[config.mk]
export PLATFORM = sky130hd
export DESIGN_NAME = warp_fetch_arb
export DESIGN_NICKNAME = d
export VERILOG_FILES = /design/src/rtl/wfa_pkg.sv /design/src/rtl/wfa_rr_picker.sv /design/src/rtl/wfa_warp_pc.sv /design/src/rtl/wfa_warp_ibuf.sv /design/src/rtl/warp_fetch_arb.sv
export SDC_FILE = /design/constraint.sdc
export NUM_CORES = 2
export LEC_CHECK = 0
export BUFFER_PORTS_ARGS = -buffer_cell sky130_fd_sc_hd__buf_4
export CORE_ASPECT_RATIO = 0.9
export CORE_MARGIN = 4
export CORE_UTILIZATION = 51
export CTS_BUF_LIST = sky130_fd_sc_hd__clkbuf_16
export DETAILED_ROUTE_END_ITERATION = 8
export PLACE_DENSITY_LB_ADDON = 0.3
export SYNTH_ARGS = -nofsm -noshare
export SYNTH_HDL_FRONTEND = slang
export SYNTH_SLANG_ARGS = --single-unit
[constraint.sdc]
create_clock -name clk -period 6.1 [get_ports clk]
set_input_delay 0.61 -clock clk [delete_from_list [all_inputs] [get_ports clk]]
set_output_delay 0.61 -clock clk [all_outputs]
set_load 0.01 [all_outputs]
[src/rtl/wfa_pkg.sv]
package wfa_pkg;

    // What happens to one warp in one cycle, from the fetch side
    typedef enum logic [1:0] {
        EV_NONE     = 2'd0,
        EV_HIT      = 2'd1,
        EV_MISS     = 2'd2,
        EV_REDIRECT = 2'd3
    } fetch_evt_e;

endpackage

[src/rtl/wfa_rr_picker.sv]
module wfa_rr_picker #(
    parameter int N  = 8,
    parameter int IW = $clog2(N)
) (
    input  logic          clk,
    input  logic          rst_n,
    input  logic [N-1:0]  req_i,
    output logic          gnt_valid_o,
    output logic [IW-1:0] gnt_idx_o
);

    typedef struct packed {
        logic [IW-1:0] last;
    } pick_st_t;

    pick_st_t      s_d, s_q;
    logic [IW-1:0] cand;

    always_comb begin
        gnt_valid_o = 1'b0;
        gnt_idx_o   = '0;
        cand        = '0;
        for (int k = 1; k <= N; k++) begin
            cand = IW'((int'(s_q.last) + k) % N);
            if (!gnt_valid_o && req_i[cand]) begin
                gnt_valid_o = 1'b1;
                gnt_idx_o   = cand;
            end
        end
        s_d = s_q;
        if (gnt_valid_o) s_d.last = gnt_idx_o;
    end

    always_ff @(posedge clk) begin
        if (!rst_n) s_q.last <= IW'(N - 1);
        else        s_q      <= s_d;
    end

endmodule

[src/rtl/wfa_warp_pc.sv]
module wfa_warp_pc #(
    parameter int              PC_W     = 16,
    parameter logic [PC_W-1:0] RESET_PC = '0
) (
    input  logic            clk,
    input  logic            rst_n,
    input  logic            redirect_i,
    input  logic [PC_W-1:0] target_i,
    input  logic            advance_i,
    output logic [PC_W-1:0] pc_o
);

    logic [PC_W-1:0] pc_d, pc_q;

    always_comb begin
        pc_d = pc_q;
        if (redirect_i)     pc_d = target_i;
        else if (advance_i) pc_d = pc_q + PC_W'(1);
    end

    always_ff @(posedge clk) begin
        if (!rst_n) pc_q <= RESET_PC;
        else        pc_q <= pc_d;
    end

    assign pc_o = pc_q;

endmodule

[src/rtl/wfa_warp_ibuf.sv]
module wfa_warp_ibuf #(
    parameter int DEPTH = 2,
    parameter int DW    = 32,
    parameter int CW    = $clog2(DEPTH + 1)
) (
    input  logic                      clk,
    input  logic                      rst_n,
    input  logic                      flush_i,
    input  logic                      push_i,
    input  logic [DW-1:0]             push_data_i,
    input  logic                      pop_i,
    input  logic                      hazard_i,
    input  logic                      release_i,
    output logic [DEPTH-1:0]          valid_o,
    output logic [DEPTH-1:0]          ready_o,
    output logic [DEPTH-1:0][DW-1:0]  data_o,
    output logic                      room_o
);

    typedef struct packed {
        logic [CW-1:0]             cnt;
        logic [DEPTH-1:0]          rdy;
        logic [DEPTH-1:0][DW-1:0]  ent;
    } ibuf_st_t;

    ibuf_st_t      s_d, s_q;
    logic [CW-1:0] wr_slot;

    always_comb begin
        s_d     = s_q;
        wr_slot = '0;
        if (flush_i) begin
            s_d.cnt = '0;
            s_d.rdy = '0;
        end else begin
            // oldest entry leaves, younger ones slide toward slot 0
            if (pop_i && s_q.cnt != '0) begin
                for (int i = 0; i < DEPTH - 1; i++) begin
                    s_d.ent[i] = s_q.ent[i+1];
                    s_d.rdy[i] = s_q.rdy[i+1];
                end
                s_d.rdy[DEPTH-1] = 1'b0;
                s_d.cnt          = s_q.cnt - CW'(1);
            end
            // ready masking acts on entries that survive the pop
            for (int i = 0; i < DEPTH; i++) begin
                if (CW'(i) < s_d.cnt) begin
                    if (hazard_i)       s_d.rdy[i] = 1'b0;
                    else if (release_i) s_d.rdy[i] = 1'b1;
                end
            end
            wr_slot = s_d.cnt;
            if (push_i && wr_slot < CW'(DEPTH)) begin
                for (int i = 0; i < DEPTH; i++) begin
                    if (CW'(i) == wr_slot) begin
                        s_d.ent[i] = push_data_i;
                        s_d.rdy[i] = 1'b1;
                    end
                end
                s_d.cnt = wr_slot + CW'(1);
            end
        end
    end

    always_ff @(posedge clk) begin
        if (!rst_n) s_q <= '0;
        else        s_q <= s_d;
    end

    always_comb begin
        for (int i = 0; i < DEPTH; i++) valid_o[i] = CW'(i) < s_q.cnt;
    end
    assign ready_o = s_q.rdy;
    assign data_o  = s_q.ent;
    assign room_o  = s_q.cnt < CW'(DEPTH);

endmodule

[src/rtl/warp_fetch_arb.sv]
module warp_fetch_arb
    import wfa_pkg::*;
#(
    parameter int              NUM_WARPS  = 8,
    parameter int              IBUF_DEPTH = 2,
    parameter int              PC_W       = 16,
    parameter int              INSTR_W    = 32,
    parameter int              WID_W      = $clog2(NUM_WARPS),
    parameter logic [PC_W-1:0] BASE_PC    = 16'h0100,
    parameter logic [PC_W-1:0] PC_STRIDE  = 16'h0040
) (
    input  logic                                            clk,
    input  logic                                            rst_n,
    input  logic [NUM_WARPS-1:0]                            warp_active_i,
    input  logic                                            done_valid_i,
    input  logic [WID_W-1:0]                                done_wid_i,
    output logic                                            fetch_req_o,
    output logic [WID_W-1:0]                                fetch_wid_o,
    output logic [PC_W-1:0]                                 fetch_pc_o,
    input  logic                                            fetch_hit_i,
    input  logic [INSTR_W-1:0]                              fetch_instr_i,
    input  logic                                            branch_valid_i,
    input  logic [WID_W-1:0]                                branch_wid_i,
    input  logic [PC_W-1:0]                                 branch_pc_i,
    input  logic [NUM_WARPS-1:0]                            pop_i,
    input  logic [NUM_WARPS-1:0]                            hazard_i,
    input  logic [NUM_WARPS-1:0]                            release_i,
    output logic [NUM_WARPS-1:0][IBUF_DEPTH-1:0]            ibuf_valid_o,
    output logic [NUM_WARPS-1:0][IBUF_DEPTH-1:0]            ibuf_ready_o,
    output logic [NUM_WARPS-1:0][IBUF_DEPTH-1:0][INSTR_W-1:0] ibuf_instr_o
);

    typedef struct packed {
        logic [NUM_WARPS-1:0] retired;
    } top_st_t;

    top_st_t                         s_d, s_q;
    logic [NUM_WARPS-1:0]            retired_q;
    logic [NUM_WARPS-1:0]            room;
    logic [NUM_WARPS-1:0]            elig;
    logic [NUM_WARPS-1:0][PC_W-1:0]  pc_all;
    logic                            gnt_valid;
    logic [WID_W-1:0]                gnt_idx;

    // retirement bookkeeping
    always_comb begin
        s_d = s_q;
        if (done_valid_i) s_d.retired[done_wid_i] = 1'b1;
    end

    always_ff @(posedge clk) begin
        if (!rst_n) s_q <= '0;
        else        s_q <= s_d;
    end

    assign retired_q = s_q.retired;
    assign elig      = warp_active_i & ~retired_q & room;

    wfa_rr_picker #(
        .N  (NUM_WARPS),
        .IW (WID_W)
    ) u_picker (
        .clk         (clk),
        .rst_n       (rst_n),
        .req_i       (elig),
        .gnt_valid_o (gnt_valid),
        .gnt_idx_o   (gnt_idx)
    );

    assign fetch_req_o = gnt_valid;
    assign fetch_wid_o = gnt_idx;
    assign fetch_pc_o  = pc_all[gnt_idx];

    for (genvar w = 0; w < NUM_WARPS; w++) begin : g_warp
        fetch_evt_e evt;
        logic       redirect;

        always_comb begin
            redirect = branch_valid_i && (branch_wid_i == WID_W'(w));
            if (redirect)
                evt = EV_REDIRECT;
            else if (gnt_valid && gnt_idx == WID_W'(w))
                evt = fetch_hit_i ? EV_HIT : EV_MISS;
            else
                evt = EV_NONE;
        end

        wfa_warp_pc #(
            .PC_W     (PC_W),
            .RESET_PC (BASE_PC + PC_W'(w) * PC_STRIDE)
        ) u_pc (
            .clk        (clk),
            .rst_n      (rst_n),
            .redirect_i (evt == EV_REDIRECT),
            .target_i   (branch_pc_i),
            .advance_i  (evt == EV_HIT),
            .pc_o       (pc_all[w])
        );

        wfa_warp_ibuf #(
            .DEPTH (IBUF_DEPTH),
            .DW    (INSTR_W)
        ) u_ibuf (
            .clk         (clk),
            .rst_n       (rst_n),
            .flush_i     (evt == EV_REDIRECT),
            .push_i      (evt == EV_HIT),
            .push_data_i (fetch_instr_i),
            .pop_i       (pop_i[w]),
            .hazard_i    (hazard_i[w]),
            .release_i   (release_i[w]),
            .valid_o     (ibuf_valid_o[w]),
            .ready_o     (ibuf_ready_o[w]),
            .data_o      (ibuf_instr_o[w]),
            .room_o      (room[w])
        );
    end

endmodule

* After elaboration in Yosys (flattened, before gate mapping)
Cells that the tools add are included.
** Cells by class
- Shift-type cells :: 0
- Order comparisons :: 59
- Divide/modulo/power cells :: 0
- Bitwise gates (word level) :: 13
- $add $sub $neg :: 32
- Multiplexer cells :: 181
- Reductions and logical operators :: 89
- $mul :: 0
- Eq/ne operators :: 38
** Operator list (number)
- 32-bit two-way mux :: 24
- 68-bit two-way mux :: 8
- 16-bit two-way mux :: 17
- 16-bit by 1-bit adder with 16-bit output (second input constant) :: 8
- 1-bit two-way mux :: 81
- 1-bit by 2-bit < comparator with 1-bit output (first input constant) :: 32
- 4-bit two-way mux :: 16
- 16-bit binary-select mux with 3-bit select :: 1
- 1-bit logical AND :: 40
- 3-bit by 4-bit < comparator with 1-bit output (second input constant) :: 10
- 2-bit two-way mux :: 17
- 2-bit < comparator (second input constant) :: 16
- 2-bit nonzero test :: 16
- 1-bit binary-select mux with 3-bit select :: 8
- 3-bit equality test (second input constant) :: 8
- 3-bit two-way mux :: 8
- 3-bit AND reduction :: 8
- 2-bit by 1-bit adder with 2-bit output (second input constant) :: 8
- 8-bit AND :: 2
- 1-bit by 2-bit equality test with 1-bit output (first input constant) :: 8
- 2-bit by 1-bit equality test with 1-bit output (second input constant) :: 8
- 2-bit equality test (second input constant) :: 8
- 2-bit logical NOT :: 8
- 2-bit OR reduction :: 8
- other kinds (13) :: 44
** Storage, ports and cells
- Memories :: 0
- Bits in writable memories :: 0
- Output and inout port bits :: 564
- Input bits :: 91
- Register bits :: 683
- Bits in read-only memories :: 0
- Bits in latches :: 0

* Longest topological paths before layout
- Word-level depth :: 38
- Gate-level depth with buffers :: 20
- Gate-level depth less buffers :: 13

* Hierarchy
From an unflattened synthesis, not the netlist that was laid out.
** Unflattened totals
- Cell total of the unflattened synthesis :: 4321
- Area total of the unflattened synthesis :: 36242.3 um^2
** By module, submodules not included
- wfa_warp_ibuf (g_warp[0].u_ibuf ...) :: area each 3303.2 um^2, cells an instance 395, seq. area each 1361.3 um^2, times used 7
- wfa_warp_ibuf (g_warp[5].u_ibuf) :: area each 3293.2 um^2, cells an instance 396, seq. area each 1361.3 um^2, times used 1
- warp_fetch_arb :: area each 1536.5 um^2, cells an instance 199, seq. area each 160.2 um^2, times used 1
- wfa_rr_picker :: area each 1152.4 um^2, cells an instance 122, seq. area each 60.1 um^2, times used 1
- wfa_warp_pc (g_warp[4].u_pc) :: area each 942.2 um^2, cells an instance 104, seq. area each 320.3 um^2, times used 1
- wfa_warp_pc (g_warp[7].u_pc) :: area each 902.1 um^2, cells an instance 105, seq. area each 320.3 um^2, times used 1
- wfa_warp_pc (g_warp[6].u_pc) :: area each 893.4 um^2, cells an instance 105, seq. area each 320.3 um^2, times used 1
- wfa_warp_pc (g_warp[3].u_pc) :: area each 889.6 um^2, cells an instance 106, seq. area each 320.3 um^2, times used 1
- wfa_warp_pc (g_warp[1].u_pc) :: area each 885.8 um^2, cells an instance 107, seq. area each 320.3 um^2, times used 1
- wfa_warp_pc (g_warp[0].u_pc) :: area each 877.1 um^2, cells an instance 106, seq. area each 320.3 um^2, times used 1
- wfa_warp_pc (g_warp[5].u_pc) :: area each 875.8 um^2, cells an instance 104, seq. area each 320.3 um^2, times used 1
- wfa_warp_pc (g_warp[2].u_pc) :: area each 872.1 um^2, cells an instance 102, seq. area each 320.3 um^2, times used 1

* Worst setup path after synthesis
OpenSTA, ideal clock, no wires.
- Kind :: register to output
- Start point :: reg u_picker.s_q[0] (netlist bit)
- End point :: out fetch_pc_o[14]
- Path buffers :: 8
- Required time :: 5.490 ns
- Setup slack :: 1.259 ns
- Arrival :: 4.231 ns
- Stages on the path, launching flop included :: 19
- Cells stage by stage :: dfxtp_1 -> buf_4 -> inv_1 -> buf_2 -> ha_1 -> buf_2 -> buf_2 -> buf_2 -> nor2_1 -> a311oi_1 -> a21oi_1 -> o21ba_2 -> o31ai_1 -> a31o_2 -> buf_2 -> buf_1 -> clkbuf_1 -> a222oi_1 -> a22oi_1
** Between the ends
- Word-level cells in the longest chain between the ends :: 27
** RTL lines
- from (decl) :: line wfa_rr_picker.sv:16 : pick_st_t s_d, s_q;
- 3-bit by 1-bit adder with 3-bit output :: line wfa_rr_picker.sv:24 : cand = IW'((int'(s_q.last) + k) % N);
- 1-bit binary-select mux with 3-bit select :: line wfa_rr_picker.sv:25 : if (!gnt_valid_o && req_i[cand]) begin
- 1-bit two-way mux (implied by the code) :: line wfa_rr_picker.sv:25
- 1-bit two-way mux :: line wfa_rr_picker.sv:25
- 1-bit logical NOT :: line wfa_rr_picker.sv:25
- 1-bit logical AND :: line wfa_rr_picker.sv:25
- 1-bit two-way mux :: line wfa_rr_picker.sv:25
- 1-bit logical NOT :: line wfa_rr_picker.sv:25
- [11 not listed]
- 1-bit logical NOT :: line wfa_rr_picker.sv:25
- 1-bit logical AND :: line wfa_rr_picker.sv:25
- 1-bit two-way mux :: line wfa_rr_picker.sv:25
- 1-bit logical NOT :: line wfa_rr_picker.sv:25
- 1-bit logical AND :: line wfa_rr_picker.sv:25
- 3-bit two-way mux * :: line wfa_rr_picker.sv:25
- 16-bit binary-select mux with 3-bit select * :: line warp_fetch_arb.sv:72 : assign fetch_pc_o = pc_all[gnt_idx];
- 16-bit two-way mux (implied by the code) * :: line warp_fetch_arb.sv:72
- to (decl) :: line warp_fetch_arb.sv:19 : output logic [PC_W-1:0] fetch_pc_o,
Every way passes the cells marked *; elsewhere a longest branch is shown, timed or not. The select of a mux whose other input is x is not followed.

* Final worst setup path
- Start point :: reg u_picker.s_q[0] (netlist bit)
- End point :: out fetch_pc_o[6]
Same word-level chain as after synthesis.

==> results.cfg <==
[synth]
syn_area_um2 = 37700
yosys-top-cells-count = dfxtp_1, buf_4, nor2_1, nand2_1, clkbuf_1
syn_area_per_cell_um2 = 8.44
yosysTopAreaCell = dfxtp_1
async_reset_ff_share_pct = 0
synth_top_flop_cell = dfxtp_1
yosys.area.top_type_share_pct = 36.3
synth.most_common_cell = dfxtp_1
synth.area.top_cells = dfxtp_1, buf_4, mux2i_1
ys_types = 85
syn_nets = 4602
synth_cells = 4469
synth-seq-cells = 683
ys_seq_area_share_pct = 36.3
yosysWarnings = 0
synth_edf_count = 0

[power]
seqPwrFrac_pct = 26.5
p_sw_uw = 9960
combPwrFrac_pct = 53.2
p_sw_share_pct = 44.8
power.internal_uw = 12300
cellPowerDensity_nw_per_um2 = 532
finalPower_uw = 22200
vdd_ir_drop_max_mv = 0.522
power.clock.fraction_pct = 20.3
leakagePower_uw = 0.0183

[floorplan]
rows = 94
die_height_um = 266
io_pins = 655
start_util_pct = 51.5
die_w_um = 295
die-area_um2 = 78400
coreArea_um2 = 73200

[worst_setup_path]
end_kind = output pin
critPathMaxFanout = 31
critical_path_class = register to output pin
startpoint_type = register
required_ns = 5.49
crit_arrival_ns = 5.21

[timing]
fmax_mhz = 172
fin_crit_ns = 5.82
worstMarginPinSlew_ns = 1.15
setup_viol = 0
final-hold-violation-count = 0
relSlewSlack_pct = 23.2
finalCritPeriodShare_pct = 95.4
finalWorstSetupSlack_ns = 0.280
skew_ns = 0.0210
holdWs_ns = 0.224
slew_violations = 0

[place]
io_buffers = 654
placedInstanceArea_um2 = 39300
place.detailed.hpwl_um = 97600
dp_slack_ns = 0.767
gp_congestion = 1.01

[worst_hold_path]
hold_path_class = input port to register

[final_layout]
drive_above_1_share_pct = 21.3
n_fill_cell = 6623
final_util_pct = 57.1
synthToLayoutAreaGrowth_pct = 10.8
fin_area_um2 = 41800
nets = 4531

[clock_tree]
worstSkewPairLatency_ns = 0.62
path_clk_slew_ns = 0.06
cts.path.max_buffers = 3
h-tree-depth = 3
cts_tree = done
post_cts_buffers = 0
cts-root-buf = clkbuf_16
clock_sinks = 683
cts_buffers = 75

[grt]
grt_pass1_wl_um = 203000
track_usage_pct = 33.6
grt_pass1_vias = 30663
antenna_found_initial = 8
grt_max_degree = 214
overflow = 0

[run_status]
outcome = finished, final reports clean

[routing]
drt-initial-drc-count = 3408
num_vias = 33243
drt-pass1-iter-count = 6
wl_per_cell_um = 25.5
antenna_left = 0
drt_wl_total_um = 138000
via_per_inst = 6.14
drc = 0

[run]
cap_violations = 0
through the flow:
step	setup TNS [ns]	instances
floorplan	0	4469
global placement	0	5281
detailed placement	0	5281
CTS	0	5415
global route	-0.00387	5415
finish	0	5418
metal layers:
metal	GRT usage, %	part of all wire [%]
met4	14.6	5.0
met1	45.0	41
met2	50.7	43
met3	9.54	11
met5	0	0.025
registers in the layout (all words and copies together), names as in the netlist:
name                   count
u_picker.s_q               3
g_warp.u_ibuf.data_o     512
retired_q                  8
g_warp.u_ibuf.s_q         16
g_warp.u_pc.pc_o         128
g_warp.u_ibuf.ready_o     16
area by class of cell:
cell class / instances / area, µm² / area share (%)
Tap cell: 960 / 1200 / 2.87
Timing Repair Buffer: 743 / 5650 / 13.5
Clock inverter: 58 / 507 / 1.21
Antenna cell: 3 / 7.51 / 0.0180
Inverter: 71 / 275 / 0.659
Sequential cell: 683 / 13700 / 32.7
Clock buffer: 76 / 1900 / 4.55
Multi-Input combinational cell: 2824 / 18600 / 44.4
cells in the final DEF, fill, tap and decap left out, types with 8 or more instances in the layout:
master | synthesis | layout
buf_4 | 532 | 737
dfxtp_1 | 683 | 683
nor2_1 | 497 | 491
nand2_1 | 421 | 421
mux2i_1 | 287 | 287
or3_1 | 268 | 268
o2111a_1 | 193 | 193
o21ai_0 | 192 | 191
a21oi_1 | 163 | 157
nand3_1 | 100 | 93
a211oi_1 | 88 | 88
inv_1 | 69 | 78
clkbuf_16 | 0 | 76
and3_1 | 58 | 57
xor2_1 | 56 | 56
xnor2_1 | 49 | 49
ha_1 | 42 | 42
nand4_1 | 39 | 39
nor3_1 | 28 | 26
a31oi_1 | 26 | 25
a221oi_1 | 22 | 21
o211ai_1 | 21 | 21
a22oi_1 | 18 | 18
a221o_1 | 18 | 18
clkinv_2 | 1 | 17
mux2_2 | 16 | 16
clkinv_1 | 0 | 16
mux4_2 | 15 | 15
nand2b_1 | 13 | 13
nor2b_1 | 11 | 10
nor4_1 | 11 | 10
a2111oi_0 | 10 | 10
o31ai_1 | 10 | 9
a311oi_1 | 9 | 8
and2_1 | 8 | 8
or4_1 | 10 | 8
worst max-delay path, stage by stage, from the launching register on:
cell,delay (ns)
dfxtp_1,0.33
buf_4,0.34
ha_1,0.23
xor2_1,0.50
buf_4,0.28
nor3_1,0.06
o311a_1,0.40
o21ba_2,0.27
o31a_1,0.43
o211ai_1,0.26
nand2_1,0.44
buf_4,0.31
a222oi_1,0.35
a22oi_1,0.21
buf_4,0.19
final timing paths:
path                                             startpoint                          end  slack (ns)  depth (start not counted)
worst max-delay path                        u_picker.s_q[0]                fetch_pc_o[6]        0.28                         14
worst max register to register              u_picker.s_q[0]  g_warp[0].u_ibuf.data_o[13]        0.90                         13
worst min-delay path                            hazard_i[6]  g_warp[6].u_ibuf.ready_o[0]        0.22                          2
worst min register to register  g_warp[7].u_ibuf.data_o[32]  g_warp[7].u_ibuf.data_o[32]        0.47                          2
logic make-up (layout without fill, tap and decap cells):
group	Yosys count	count (layout)	synth area share (%)
simple gates	1501	1501	18.7
buf+inv	962	948	15.1
mux	318	318	8.99
other cells	0	3	0
flops	683	683	36.3
compound gates	858	858	17.1
fa+ha+maj	42	42	1.39
xor+xnor	105	105	2.44
power by group through the flow:
stage | registers [µW] | logic (µW) | clock network (µW)
2_1_floorplan | 5680 | 7870 | 0
3_3_place_gp | 5950 | 11500 | 0
3_5_place_dp | 5960 | 11500 | 0
4_1_cts | 5870 | 11600 | 4560
5_1_grt | 5960 | 12600 | 4750
6_report | 5890 | 11800 | 4510
repair_timing:
action / in CTS / in global routing
gates resized for setup: 0 / 6
hold buffers: 0 / 0
endpoints found under the setup margin: 0 / 11
Note: power is estimated with default switching activity, not from simulation.
